**src/rtl/psr_pkg.sv**
```systemverilog
package psr_pkg;
  localparam int POLL_POS = 7;
  localparam int TOG_POS  = 6;
  localparam int ERR_POS  = 5;
  localparam int VPP_POS  = 4;
  localparam int RDY_POS  = 0;
  localparam int MIN_W    = 8;
endpackage

```
**src/rtl/psr_err_latch.sv**
```systemverilog
module psr_err_latch (
  input  logic clk,
  input  logic rst,
  input  logic op_start,
  input  logic op_busy,
  input  logic fail_data,
  input  logic fail_vpp,
  input  logic clr_err,
  output logic err_q,
  output logic err_d,
  output logic vpp_d
);
  logic vpp_q;
  logic clr_ok;

  // a clear command is accepted only with no operation under way
  assign clr_ok = op_start | (clr_err & ~op_busy);

  always_comb begin
    err_d = clr_ok ? 1'b0 : err_q;
    vpp_d = clr_ok ? 1'b0 : vpp_q;
    if (fail_data | fail_vpp) err_d = 1'b1;
    if (fail_vpp)             vpp_d = 1'b1;
  end

  always_ff @(posedge clk) begin
    if (rst) begin
      err_q <= 1'b0;
      vpp_q <= 1'b0;
    end else begin
      err_q <= err_d;
      vpp_q <= vpp_d;
    end
  end
endmodule

```
**src/rtl/psr_toggle.sv**
```systemverilog
module psr_toggle (
  input  logic clk,
  input  logic rst,
  input  logic op_start,
  input  logic rd_stb,
  input  logic live,
  output logic tog_d
);
  logic tog_q;

  always_comb begin
    if (op_start)            tog_d = 1'b0;
    else if (rd_stb && live) tog_d = ~tog_q;
    else                     tog_d = tog_q;
  end

  always_ff @(posedge clk) begin
    if (rst) tog_q <= 1'b0;
    else     tog_q <= tog_d;
  end
endmodule

```
**src/rtl/psr_pack.sv**
```systemverilog
module psr_pack #(
  parameter int W = 16
) (
  input  logic         clk,
  input  logic         rst,
  input  logic         show,
  input  logic         multi,
  input  logic         busy,
  input  logic         ready,
  input  logic         tgt_msb,
  input  logic         tog,
  input  logic         err,
  input  logic         vpp,
  output logic [W-1:0] word_q,
  output logic         sel_q
);
  import psr_pkg::*;

  logic [W-1:0] word_d;

  always_comb begin
    word_d = '0;
    if (show) begin
      word_d[POLL_POS] = ~multi & ~tgt_msb;
      word_d[TOG_POS]  = tog;
      word_d[ERR_POS]  = err;
      word_d[VPP_POS]  = vpp;
      word_d[RDY_POS]  = busy & multi & ~ready;
    end
  end

  always_ff @(posedge clk) begin
    if (rst) begin
      word_q <= '0;
      sel_q  <= 1'b0;
    end else begin
      word_q <= word_d;
      sel_q  <= show;
    end
  end
endmodule

```
**src/rtl/prog_status_gen.sv**
```systemverilog
module prog_status_gen #(
  parameter int DW = 16
) (
  input  logic          clk,
  input  logic          rst,
  input  logic          op_start,
  input  logic          op_busy,
  input  logic          op_multi,
  input  logic          fail_data,
  input  logic          fail_vpp,
  input  logic          wr_ready,
  input  logic          clr_err,
  input  logic          rd_stb,
  input  logic [DW-1:0] tgt_data,
  output logic [DW-1:0] stat_word,
  output logic          stat_sel
);
  import psr_pkg::*;

  logic err_q, err_d, vpp_d, tog_d;
  logic live, show;

  generate
    if (DW < MIN_W) begin : g_bad_width
      initial $error("prog_status_gen: DW below minimum");
    end
  endgenerate

  psr_err_latch u_err (
    .clk(clk), .rst(rst), .op_start(op_start), .op_busy(op_busy),
    .fail_data(fail_data), .fail_vpp(fail_vpp), .clr_err(clr_err),
    .err_q(err_q), .err_d(err_d), .vpp_d(vpp_d)
  );

  // reads count while the operation runs or an error is pending
  assign live = op_busy | err_q;
  assign show = op_busy | err_d;

  psr_toggle u_tog (
    .clk(clk), .rst(rst), .op_start(op_start), .rd_stb(rd_stb),
    .live(live), .tog_d(tog_d)
  );

  psr_pack #(.W(DW)) u_pack (
    .clk(clk), .rst(rst), .show(show), .multi(op_multi), .busy(op_busy),
    .ready(wr_ready), .tgt_msb(tgt_data[POLL_POS]), .tog(tog_d),
    .err(err_d), .vpp(vpp_d), .word_q(stat_word), .sel_q(stat_sel)
  );
endmodule

```
**config.mk**
```make
export PLATFORM = sky130hd
export DESIGN_NAME = prog_status_gen
export DESIGN_NICKNAME = d
export VERILOG_FILES = /design/src/rtl/psr_pkg.sv /design/src/rtl/psr_err_latch.sv /design/src/rtl/psr_toggle.sv /design/src/rtl/psr_pack.sv /design/src/rtl/prog_status_gen.sv
export SDC_FILE = /design/constraint.sdc
export NUM_CORES = 1
export LEC_CHECK = 0
export ABC_CLOCK_PERIOD_IN_PS = 1000
export BUFFER_PORTS_ARGS = -buffer_cell sky130_fd_sc_hd__buf_4
export CAP_MARGIN = 10
export CORE_MARGIN = 5
export CORE_UTILIZATION = 33
export CTS_CLUSTER_DIAMETER = 60
export CTS_CLUSTER_SIZE = 8
export DETAILED_ROUTE_END_ITERATION = 10
export PLACE_DENSITY = 0.77
export SLEW_MARGIN = 20
export SYNTH_ARGS = -nofsm -noshare
export SYNTH_HDL_FRONTEND = slang
export SYNTH_SLANG_ARGS = --single-unit
```
**constraint.sdc**
```tcl
create_clock -name clk -period 1 [get_ports clk]
set_input_delay 0.1 -clock clk [delete_from_list [all_inputs] [get_ports clk]]
set_output_delay 0.1 -clock clk [all_outputs]
set_load 0.03 [all_outputs]
```
* Word-level counts from Yosys, hierarchy flattened
Index checks and enable logic that the tools add are counted.
** Word-level totals
- Flip-flop bits (word level) :: 20
- Output and inout port bits :: 17
** Operators by class
- Mux-type cells :: 6
- Bitwise operators :: 14
- Reduce and logical (&&, ||, !) cells :: 2
** Operators with widths (count)
- $mux W1 :: 6
- $not A1 Y1 :: 6
- $and A1 B1 Y1 :: 4
- $or A1 B1 Y1 :: 4
- $reduce_or A2 Y1 :: 1
- $logic_and A1 B1 Y1 :: 1

* Depth between registers and ports, before layout
Gate-level depths: netlist of run 1.
- Word-level depth :: 8
- Mapped depth :: 3

* Cells and area by module
Synthesis of run 1 repeated with hierarchy kept, for this count alone.
** Second synthesis, totals
- Cell total of the unflattened synthesis :: 43
- Area total of the unflattened synthesis :: 427.9 sq um
** Modules (own cells, without submodules)
- psr_pack :: instances 1, cells an instance 26, area each 266.5 sq um
- psr_err_latch :: instances 1, cells an instance 10, area each 93.8 sq um
- psr_toggle :: instances 1, cells an instance 5, area each 55.1 sq um
- prog_status_gen :: instances 1, cells an instance 2, area each 12.5 sq um

* Worst setup path before layout of run 1
Ideal clock, no wire load.
- Kind :: register -> register
- Start point :: reg u_err.err_q
- End point :: reg u_pack.word_q[4]
- Setup time :: 0.128 ns
- Arrival :: 0.771 ns
- Path slack :: 0.101 ns
- Stages on the path, launching flop included :: 4
- Buffers on the path :: 0
- Cells stage by stage :: dfxtp_1 nor3b_2 nor4_4 nor3_2
** On the way
- Word-level cells in the longest chain between the ends :: 5
** RTL lines
- start: declaration :: RTL line psr_err_latch.sv:9 : output logic err_q,
- start signal: assignment :: RTL line psr_err_latch.sv:31 : err_q <= err_d;
- $mux W1 :: RTL line psr_err_latch.sv:20 : err_d = clr_ok ? 1'b0 : err_q;
- $mux W1 :: RTL line psr_err_latch.sv:22 : if (fail_data | fail_vpp) err_d = 1'b1;
- $or A1 B1 Y1 :: RTL line prog_status_gen.sv:37 : assign show = op_busy | err_d;
- $not A1 Y1 (no source line)
- $reduce_or A2 Y1 (no source line)
- end signal: assignment :: RTL line psr_pack.sv:37 : word_q <= word_d;
- end: declaration :: RTL line psr_pack.sv:14 : output logic [W-1:0] word_q,
No other way between the ends.
A chain may end at the register's enable or synchronous reset.

* Worst setup path after layout of run 1
Ends and elaborated chain as after synthesis.

==> Implementation_results.wiki, run 1 <==
{| class="wikitable"
! Metric !! Value
|-
| Status || finished clean
|-
| Final net count || 89
|-
| Max Cap Violations || 0
|-
| Number of search-and-repair iterations in the first detailed-routing pass || 2
|-
| DRT antenna net count || 0
|-
| Most frequent cell after synthesis || sky130_fd_sc_hd__buf_4
|-
| Maximum operating frequency || around 1.0 GHz
|-
| Share of the cycle needed by the critical path after routing || 96.3%
|-
| Capturing element of the worst setup path || u_pack.word_q[4]
|-
| RSZ-0062 raised after global routing || yes
|-
| Die outline area || 0.00213 sq mm
|-
| Final Skew || about 0.0042 ns
|-
| CTS tree || yes
|-
| Effective utilization at floorplan || between 30 and 40%
|-
| Clock edge transition at the registers on the reported setup and hold paths || 0.06 ns
|-
| Reg2Reg Capture Point || u_pack.word_q[4]
|-
| Count of cell types in the netlist || 17
|-
| Most area-hungry cell type in the Yosys netlist || sky130_fd_sc_hd__dfxtp_1
|-
| Share of final-layout standard cells stronger than drive strength 1 || 46.8%
|-
| All-layer global routing usage || 7.40%
|-
| Wire length of the first global-routing pass || around 1100 microns
|-
| Post-synthesis share of cell area spent on and, or, nand and nor gates || 27.6%
|-
| Arrival time at the worst endpoint || 1.14 ns
|-
| Capturing element type of the critical path || flop
|-
| Type of element launching the critical path || flop
|-
| Largest net degree at the start of global routing || 10
|-
| PortBufs || 16
|-
| Post-synth ARST share || 0%
|-
| Vert. Die Dim || 46.1 microns
|-
| Beginning of the worst register-to-register path || u_err.err_q
|-
| Worst Reg-to-Reg Cells || 4
|-
| Predominant post-synthesis flop cell || sky130_fd_sc_hd__dfxtp_1
|-
| CORE AREA || 0.00127 sq mm
|-
| Initial detailed-routing violation count || 1
|-
| Mux share of post-synthesis cell area || about 2.3%
|-
| Cell chosen for the clock root || sky130_fd_sc_hd__clkbuf_4
|-
| Count of state elements after synthesis || 9
|-
| Total standard cell area after synthesis || 430 sq um
|-
| Reg-to-reg setup timing slack || around 0.037 ns
|-
| Cells after synthesis || 41
|-
| Mean area per synthesized cell || 10.5 sq um
|-
| Part of the Yosys area used for sequential elements || 41.9%
|-
| Grt total ovfl || 0
|-
| Fraction of synthesized cell area taken by the top area cell type || around two fifths
|-
| Post-synthesis share of cell area spent on full adders, half adders and majority gates || 0%
|-
| Synth-to-layout area growth || 36.3%
|-
| Worst hold-check path type || in2reg
|-
| Average wire per cell in the routed design || 10.0 microns
|-
| Main combinational cell family by area after synthesis || simple AND/OR/NAND/NOR gates
|-
| Final Critical Period || 0.963 ns
|-
| Synthesized-area fraction occupied by xor and xnor cells || 0%
|-
| Diode insertion count for antenna repair || 0
|-
| # DRC || 0
|-
| Critical path class || reg2reg
|-
| Clock Sinks || 9
|-
| Min-delay src || tgt_data[7]
|-
| Count of flip-flops with a built-in enable after synthesis || 0
|-
| Standard-cell rows || 13
|-
| Number of antenna violations at the first check in global routing || 0
|-
| Number of hold violations in the final report || 0
|-
| Via total after detailed routing || 307
|-
| Insertion delay of the later-clocked pin in the worst-skew pair || 0.25 ns
|-
| Worst slack after detailed placement || 0.0165 ns
|-
| CTS buffer count || 3
|-
| Vias in the first global route || 311
|-
| Static leakage || 0.276 nW
|-
| Number of inserted filler cells in the final layout || between 100 and 150
|-
| Worst Setup SP || u_err.err_q
|-
| Worst-path maximum fanout || 4
|-
| Htree depth || 1
|-
| Top cells by count, synth || 11 x sky130_fd_sc_hd__buf_4, 9 x sky130_fd_sc_hd__dfxtp_1, 6 x sky130_fd_sc_hd__nor2_1
|-
| Maximum resistive drop on vdd || 471 uV
|-
| Buffer levels on the longest clock path || 2
|-
| Total power draw || about 0.00086 W
|-
| Compound-cell area share of the yosys netlist || around 6.1%
|-
| Placed wire-length estimate after detailed placement || 622 microns
|-
| Final setup fails || 0
|-
| Number of warning messages in the yosys log || 0
|-
| Required time reported for the critical path endpoint || 1.18 ns
|-
| Crit path setup slack, layout || 0.0368 ns
|-
| Number of pins with negative max-slew slack in the final report || 0
|-
| Wire length after detailed routing || 772 microns
|-
| Top area cells in the synthesized netlist || sky130_fd_sc_hd__dfxtp_1 42%, sky130_fd_sc_hd__buf_4 19%, sky130_fd_sc_hd__nor2_1 5.2%, sky130_fd_sc_hd__nor4_4 4.9%, sky130_fd_sc_hd__nor3_2 4.7%
|-
| Routability congestion estimate from global placement || 0.728
|-
| Power per unit of standard cell area || 1470 mW/mm^2
|-
| Detail-routed via count per cell || 3.99
|-
| Top-Level Pins || 43
|-
| Die Span X || 46.1 microns
|}
how the worst min path moves through the flow:
stage	cells past startpoint	endpoint	slack (ns)
after floorplan	1	u_pack.word_q[7]	0.17
after global placement	2	u_pack.word_q[0]	0.27
after detailed placement	2	u_pack.word_q[0]	0.27
after CTS	2	u_pack.word_q[7]	0.002
after global routing	2	u_pack.word_q[7]	0.02
final	2	u_pack.word_q[7]	0.02
layer usage:
layer	up-vias	global-route usage [%]	share of wire, %
li1	155	-	-
met1	138	8.71	36
met2	14	11.8	52
met3	0	2.73	12
met4	0	3.41	0
met5	-	0	0
state kept, by name, indices dropped and copies added, names as in the netlist:
signal and flops:
u_pack.word_q 5, u_tog.tog_q 1, u_pack.sel_q 1, u_err.err_q 1, u_err.vpp_q 1
what timing repair did:
item,4_1_cts,5_1_grt
hold buffers,1,0
setup endpoints to repair,2,4
setup buffers,0,1
hold endpoints to repair,1,0
gates resized for setup,1,2
critical path: stages, from the launching register on:
cell,delay [ns]
sky130_fd_sc_hd__dfxtp_2,0.34
sky130_fd_sc_hd__nor3b_4,0.22
sky130_fd_sc_hd__nor4_4,0.05
sky130_fd_sc_hd__buf_4,0.15
sky130_fd_sc_hd__nor3_2,0.13
layout by cell type, fill, tap and decap left out, types with 2 or more instances in the layout:
cell type	n
sky130_fd_sc_hd__buf_4	18
sky130_fd_sc_hd__conb_1	11
sky130_fd_sc_hd__dfxtp_1	8
sky130_fd_sc_hd__nor2_1	6
sky130_fd_sc_hd__clkbuf_4	3
sky130_fd_sc_hd__nor4_4	2
sky130_fd_sc_hd__nor3_2	2
metrics by stage:
stage	utilization, %	TNS, ns	std cells	instance area, sq um	hold slack [ns]
floorplan	-	0	51	468	0.172
global placement	42.1	0	72	534	0.266
detailed placement	42.1	0	72	534	0.265
CTS	45.5	0	77	577	0.00200
global route	46.3	-0.102	77	587	0.0221
finish	46.3	0	77	587	0.0228
logic make-up (layout without fill, tap and decap cells):
kind of cell,after synthesis,in the layout
compound gates,3,3
buf+inv,13,24
flops,9,9
mux,1,1
other cells,1,11
simple gates,14,14
layout make-up:
cell class | count | area [sq um] | area share, %
Clock buffer | 4 | 26.3 | 4.48
Inverter | 1 | 3.75 | 0.640
Multi-Input combinational cell | 29 | 211 | 36.0
Sequential cell | 9 | 181 | 30.9
Tap cell | 15 | 18.8 | 3.20
Timing Repair Buffer | 19 | 145 | 24.7
report_power, final:
| part | internal, W | switching (W) |
|---|---|---|
| Sequential | 0.000380 | 0.00000719 |
| Clock | 0.000153 | 0.000113 |
| Combinational | 0.0000758 | 0.000132 |
| Total | 0.000608 | 0.000252 |
No activity file was read; power rests on OpenSTA's default activity.
==> run 2, diff against run 1 <==
--- a/config.mk
+++ b/config.mk
@@ -13,7 +13,7 @@
 export CTS_CLUSTER_DIAMETER = 60
 export CTS_CLUSTER_SIZE = 8
 export DETAILED_ROUTE_END_ITERATION = 10
-export PLACE_DENSITY = 0.77
+export PLACE_DENSITY = 0.79
 export SLEW_MARGIN = 20
 export SYNTH_ARGS = -nofsm -noshare
 export SYNTH_HDL_FRONTEND = slang
==> run 2 against run 1 <==
Effect of this change:
- critical path type unchanged
- hold slack worse by 0.013 ns
- largest power group unchanged
- highest routed layer is now met4
- combinational power up 3%
- core utilization is 0.59 points higher
- die area is the same
- global-route usage is 1.1 points higher
- clock power is 4% higher
- final cell count unchanged
- setup slack worse by 0.022 ns
- first-iteration DRC count is 100% lower
==> Implementation_results.wiki, run 2 (same netlist as run 1, synthesis figures left out) <==
{| class="wikitable"
! Metric !! Value
|-
| Share of final-layout standard cells stronger than drive strength 1 || 50.0%
|-
| Buffer levels on the longest clock path || 2
|-
| Number of pins with negative max-slew slack in the final report || 0
|-
| Final setup fails || 0
|-
| Register name with the most flops || u_pack.word_q
|-
| Top-Level Pins || 43
|-
| Vert. Die Dim || 46.1 microns
|-
| Critical path's slowest cell || sky130_fd_sc_hd__dfxtp_2
|-
| Worst-path maximum fanout || 4
|-
| All-layer global routing usage || 8.52%
|-
| Via total after detailed routing || between 300 and 400
|-
| Commonest cells after routing, fill and taps aside || 18 x sky130_fd_sc_hd__buf_4, 11 x sky130_fd_sc_hd__conb_1, 8 x sky130_fd_sc_hd__dfxtp_1, 6 x sky130_fd_sc_hd__nor2_1, 3 x sky130_fd_sc_hd__clkbuf_4
|-
| Effective utilization at floorplan || between 30% and 40%
|-
| Capturing element of the worst setup path || u_pack.word_q[4]
|-
| Final net count || 89
|-
| Wire length of the first global-routing pass || approximately 1200 microns
|-
| Type of element launching the critical path || flop
|-
| CTS tree || yes
|-
| Buffering stage count on the worst path with inverters included || 1
|-
| Diode insertion count for antenna repair || 0
|-
| Detail-routed via count per cell || around 4.2
|-
| PortBufs || 16
|-
| CP peak stage delay || 0.35 ns
|-
| Max Cap Violations || 0
|-
| Share of the cycle needed by the critical path after routing || between 90 and 100%
|-
| CORE AREA || 0.00127 sq mm
|-
| Maximum operating frequency || 1.02 GHz
|-
| Largest register FFs || 5
|-
| Cell chosen for the clock root || sky130_fd_sc_hd__clkbuf_4
|-
| Initial detailed-routing violation count || 0
|-
| Worst Reg-to-Reg Cells || 4
|-
| Number of antenna violations at the first check in global routing || 0
|-
| Number of search-and-repair iterations in the first detailed-routing pass || 1
|-
| Multi-input logic area || around 220 sq um
|-
| Logic depth of the worst path, buffers included || 4
|-
| Summed negative setup slack over all endpoints || 0 ns
|-
| Reg-to-reg setup timing slack || 0.01 ns
|-
| # DRC || 0
|-
| Average wire per cell in the routed design || about 11 microns
|-
| Placed wire-length estimate after detailed placement || approximately 700 microns
|-
| RSZ-0062 raised after global routing || yes
|-
| Capturing element type of the critical path || flop
|-
| Standard-cell rows || 13
|-
| Insertion delay of the later-clocked pin in the worst-skew pair || 0.26 ns
|-
| Htree depth || 1
|-
| Reg2Reg Capture Point || u_pack.word_q[4]
|-
| Required time reported for the critical path endpoint || between 1 and 1.5 ns
|-
| Routability congestion estimate from global placement || 0.700
|-
| Critical path class || reg2reg
|-
| Arrival time at the worst endpoint || 1.17 ns
|-
| Beginning of the worst register-to-register path || u_err.err_q
|-
| Wire length after detailed routing || 872 microns
|-
| Cell-by-cell listing of the critical path || nor3b_4 > nor4_4 > buf_4 > nor3_2
|-
| Leading cell type in the layout, fill and taps excluded || sky130_fd_sc_hd__buf_4
|-
| Maximum resistive drop on vdd || around 500 uV
|-
| Static leakage || 0.274 nW
|-
| Vias in the first global route || 318
|-
| Final Skew || 0.00100 ns
|-
| Final core utilization || 46.8%
|-
| Sequential standard cell area || 181 sq um
|-
| Number of hold violations in the final report || 0
|-
| DRT antenna net count || 0
|-
| Power per unit of standard cell area || 1480 mW/mm^2
|-
| Grt total ovfl || 0
|-
| Worst Setup SP || u_err.err_q
|-
| Top delay family on crit path || simple AND/OR/NAND/NOR gates
|-
| Largest net degree at the start of global routing || 10
|-
| CTS buffer count || 3
|-
| Worst hold-check path type || in2reg
|-
| Synth-to-layout area growth || 38.1%
|-
| Number of inserted filler cells in the final layout || 117
|-
| Die outline area || about 0.0021 sq mm
|-
| Clock edge transition at the registers on the reported setup and hold paths || 0.06 ns
|-
| Status || finished clean
|-
| Die Span X || 46.1 microns
|-
| Clock Sinks || 9
|-
| Final Critical Period || 0.985 ns
|}
==> run 2: timing repair <==
item / in CTS / in global routing
setup endpoints to repair: 2 / 5
pin swaps: 1 / 1
hold endpoints to repair: 1 / 0
gates resized for setup: 2 / 3
hold buffers: 1 / 0
setup buffers: 2 / 1
==> run 2: area by class of cell <==
type                       count  area share (%)
multi-input combinational     29            36.8
timing repair buffer          19            24.4
clock buffer                   4            4.42
inverter                       1           0.632
tap                           15            3.16
sequential                     9            30.5
==> run 2: how the worst min path moves through the flow <==
stage	start	end	slack, ns	cells past startpoint
floorplan	tgt_data[7]	u_pack.word_q[7]	0.17	1
global placement	wr_ready	u_pack.word_q[0]	0.27	2
detailed placement	wr_ready	u_pack.word_q[0]	0.27	2
CTS	tgt_data[7]	u_pack.word_q[7]	0.0002	2
global route	tgt_data[7]	u_pack.word_q[7]	0.005	2
finish	tgt_data[7]	u_pack.word_q[7]	0.01	2
==> run 2: power by group <==
group          switching [W]  leakage [nW]  total [W]  internal [W]
logic               0.000136         0.184   0.000215     0.0000783
clock network       0.000124        0.0150   0.000277      0.000154
registers         0.00000766        0.0747   0.000387      0.000380
total               0.000268         0.274   0.000879      0.000611
==> run 2: per-stage QoR <==
| step | hold WS [ns] | setup WS [ns] | cells | area (sq um) | total power (W) |
|---|---|---|---|---|---|
| 6_report | 0.0101 | 0.0149 | 77 | 594 | 0.000879 |
| 5_1_grt | 0.00545 | -0.0316 | 77 | 594 | 0.000924 |
| 4_1_cts | 0.000184 | -0.00234 | 77 | 578 | 0.000867 |
| 3_5_place_dp | 0.265 | -0.00234 | 70 | 519 | 0.000587 |
| 3_3_place_gp | 0.266 | 0.0134 | 70 | 519 | 0.000583 |
| 2_1_floorplan | 0.172 | 0.101 | 51 | 468 | 0.000551 |
==> run 2: per-layer routing <==
layer  GRT usage, %  vias to the layer above  wire (microns)  part of all wire (%)
li1               -                      156               -                     -
met1           6.82                      151             297                    34
met2           14.6                       14             476                    55
met3           2.73                        4              70                   8.0
met4           10.2                        0              27                   3.1
met5              0                        -               0                     0
==> run 3, diff against run 2 <==
--- a/config.mk
+++ b/config.mk
@@ -14,7 +14,7 @@
 export CTS_CLUSTER_SIZE = 8
 export DETAILED_ROUTE_END_ITERATION = 10
 export PLACE_DENSITY = 0.79
-export SLEW_MARGIN = 20
 export SYNTH_ARGS = -nofsm -noshare
 export SYNTH_HDL_FRONTEND = slang
+export SYNTH_HIERARCHICAL = 1
 export SYNTH_SLANG_ARGS = --single-unit
==> run 3 against run 2 <==
Effect of this change:
- the flow now finishes with violations (setup timing)
- core utilization fell by 0.20 points
- final cell count rose by 6.5%
- routed wire length fell by 13%
- synthesized cell count rose by 4.9%
- clock power fell by 7.2%
- power fell by 3.0%
- synthesized area fell by 0.58%
- combinational power fell by 2%
- non-clock buffer count rose by 2
- hold slack improved by 0.0037 ns
- maximum frequency fell by 21%
- sequential cell count did not move
==> Implementation_results.wiki, run 3 <==
{| class="wikitable"
! Metric !! Value
|-
| Status || complete, but fails checks
|-
| Violated checks || setup timing
|-
| Die Span X || about 46 microns
|-
| Standard-cell rows || 13
|-
| Count of cell types in the netlist || 19
|-
| CTS buffer count || 3
|-
| Share of final-layout standard cells stronger than drive strength 1 || 49.3%
|-
| Cells after synthesis || 43
|-
| Final Skew || 0.000355 ns
|-
| Wire length after detailed routing || roughly 760 microns
|-
| Static leakage || 0.298 nW
|-
| Part of the Yosys area used for sequential elements || 42.1%
|-
| Maximum resistive drop on vdd || 643 uV
|-
| Cell chosen for the clock root || sky130_fd_sc_hd__clkbuf_4
|-
| Clock edge transition at the registers on the reported setup and hold paths || 0.06 ns
|-
| All-layer global routing usage || between 7 and 8%
|-
| Worst hold-check path type || in2reg
|-
| Number of antenna violations at the first check in global routing || 0
|-
| Count of state elements after synthesis || 9
|-
| Vias in the first global route || 289
|-
| Required time reported for the critical path endpoint || 1.14 ns
|-
| Total standard cell area after synthesis || 428 sq um
|-
| Largest net degree at the start of global routing || 6
|-
| Maximum operating frequency || 0.802 GHz
|-
| Placed wire-length estimate after detailed placement || between 600 and 700 microns
|-
| Count of flip-flops with a built-in enable after synthesis || 0
|-
| Final Critical Period || around 1.2 ns
|-
| Grt total ovfl || 0
|-
| Cell Count Post-Placement || 76
|-
| Register name with the most flops || u_pack/word_q
|-
| Initial detailed-routing violation count || 0
|-
| Type of element launching the critical path || flop
|-
| Predominant post-synthesis flop cell || sky130_fd_sc_hd__dfxtp_1
|-
| Final setup fails || 7
|-
| Vert. Die Dim || 46.0 microns
|-
| Most frequent cell after synthesis || sky130_fd_sc_hd__buf_4
|-
| Top-Level Pins || 43
|-
| Number of hold violations in the final report || 0
|-
| Number of warning messages in the yosys log || 6
|-
| Most area-hungry cell type in the Yosys netlist || sky130_fd_sc_hd__dfxtp_1
|-
| Top area cells in the synthesized netlist || sky130_fd_sc_hd__dfxtp_1 42%, sky130_fd_sc_hd__buf_4 19%, sky130_fd_sc_hd__nand2b_4 6.4%, sky130_fd_sc_hd__a311oi_2 3.5%, sky130_fd_sc_hd__a211oi_2 2.9%
|-
| # DRC || 0
|-
| Insertion delay of the later-clocked pin in the worst-skew pair || approximately 0.24 ns
|-
| DRT antenna net count || 0
|-
| Sequential standard cell area || 181 sq um
|-
| Average wire per cell in the routed design || 9.23 microns
|-
| Post-synth ARST share || 0%
|-
| Number of pins with negative max-slew slack in the final report || 0
|-
| Crit path setup slack, layout || -0.247 ns
|-
| Detail-routed via count per cell || 3.85
|-
| PortBufs || 16
|-
| Arrival time at the worst endpoint || 1.39 ns
|-
| Mean area per synthesized cell || 9.95 sq um
|-
| Number of search-and-repair iterations in the first detailed-routing pass || 1
|-
| Share of the cycle needed by the critical path after routing || 125%
|-
| Final design instance area without fill || between 500 and 600 sq um
|-
| Max Cap Violations || 0
|-
| Via total after detailed routing || about 320
|-
| RSZ-0062 raised after global routing || yes
|-
| Final net count || 94
|-
| CTS tree || yes
|-
| Wire length of the first global-routing pass || about 1100 microns
|-
| Routability congestion estimate from global placement || 0.721
|-
| Power per unit of standard cell area || 1440 mW/mm^2
|-
| Placed cell area || 544 sq um
|-
| Diode insertion count for antenna repair || 0
|-
| Die outline area || 0.00212 sq mm
|-
| Critical path class || reg2reg
|-
| Fraction of synthesized cell area taken by the top area cell type || between 40% and 50%
|-
| Non-filler cells, final || 82
|-
| Buffer levels on the longest clock path || 2
|-
| Synth-to-layout area growth || 38.3%
|-
| Summed negative setup slack over all endpoints || -1.37 ns
|-
| Leading cell type in the layout, fill and taps excluded || sky130_fd_sc_hd__buf_4
|-
| Top cells by count, synth || 11 x sky130_fd_sc_hd__buf_4, 9 x sky130_fd_sc_hd__dfxtp_1, 3 x sky130_fd_sc_hd__inv_1
|-
| Htree depth || 1
|-
| Commonest cells after routing, fill and taps aside || 20 x sky130_fd_sc_hd__buf_4, 11 x sky130_fd_sc_hd__conb_1, 8 x sky130_fd_sc_hd__dfxtp_1, 3 x sky130_fd_sc_hd__clkbuf_4, 3 x sky130_fd_sc_hd__inv_1
|-
| Capturing element type of the critical path || flop
|-
| CORE AREA || 0.00127 sq mm
|-
| Worst-path maximum fanout || 4
|-
| Multi-input logic area || 188 sq um
|-
| Largest register FFs || 5
|-
| Total power draw || 0.000852 W
|-
| Clock Sinks || 9
|-
| Effective utilization at floorplan || 33.7%
|-
| Number of inserted filler cells in the final layout || 130
|}
-- run 3: logic make-up after synthesis --
logic type / Yosys count / share of synthesized area (%)
AO/OA/AOI/OAI: 5 / 11.4
buffers and inverters: 15 / 23.4
flip-flops: 9 / 42.1
other: 1 / 0.876
AND/OR/NAND/NOR: 13 / 22.2
-- run 3: worst paths after layout --
check / slack [ns] / from / end / depth (start not counted)
worst max-delay path: -0.25 / u_err/err_q / u_pack/word_q[5] / 6
worst min-delay path: 0.01 / tgt_data[7] / u_pack/word_q[7] / 2
worst min register to register: 0.50 / u_err/vpp_q / u_err/vpp_q / 2
worst max register to register: -0.25 / u_err/err_q / u_pack/word_q[5] / 6
-- run 3: worst max-delay path, cell delays in order (launching register included) --
cell and delay [ns]:
sky130_fd_sc_hd__dfxtp_2 0.32, sky130_fd_sc_hd__a311oi_2 0.24, sky130_fd_sc_hd__inv_1 0.08, sky130_fd_sc_hd__or2_1 0.25, sky130_fd_sc_hd__nand2b_4 0.09, sky130_fd_sc_hd__inv_4 0.04
sky130_fd_sc_hd__and2_1 0.14
-- run 3: final cells by class --
cell class | count | area share [%]
clock buffer | 4 | 4.44
inverter | 4 | 2.96
multi-input combinational | 29 | 31.7
sequential | 9 | 30.7
tap | 15 | 3.17
timing repair buffer | 21 | 27.1
-- run 3: report_power, final --
part | total (W) | internal, W | switching (W)
combinational | 0.000210 | 0.0000830 | 0.000127
clock | 0.000257 | 0.000152 | 0.000105
sequential | 0.000385 | 0.000380 | 0.00000582
total | 0.000852 | 0.000615 | 0.000237
-- run 3: what timing repair did --
item	CTS	global route
setup buffers	1	0
pin swaps	3	0
gates resized for setup	2	0
endpoints found under the hold margin	0	1
setup endpoints to repair	7	7
hold buffers	0	1
-- run 3: per-layer routing --
metal / track usage (%) / wire length, microns / up-vias
li1: - / - / 163
met1: 7.29 / 254 / 133
met2: 12.9 / 362 / 18
met3: 3.56 / 132 / 2
met4: 3.41 / 9 / 0
met5: 0 / 0 / -
-- run 3: through the flow --
stage	utilization [%]	hold WS [ns]	setup WS [ns]
floorplan	-	0.165	-0.176
detailed placement	42.9	0.267	-0.370
global placement	42.9	0.263	-0.333
finish	46.6	0.0138	-0.247
CTS	45.9	0.00394	-0.259
global route	46.6	0.0197	-0.327
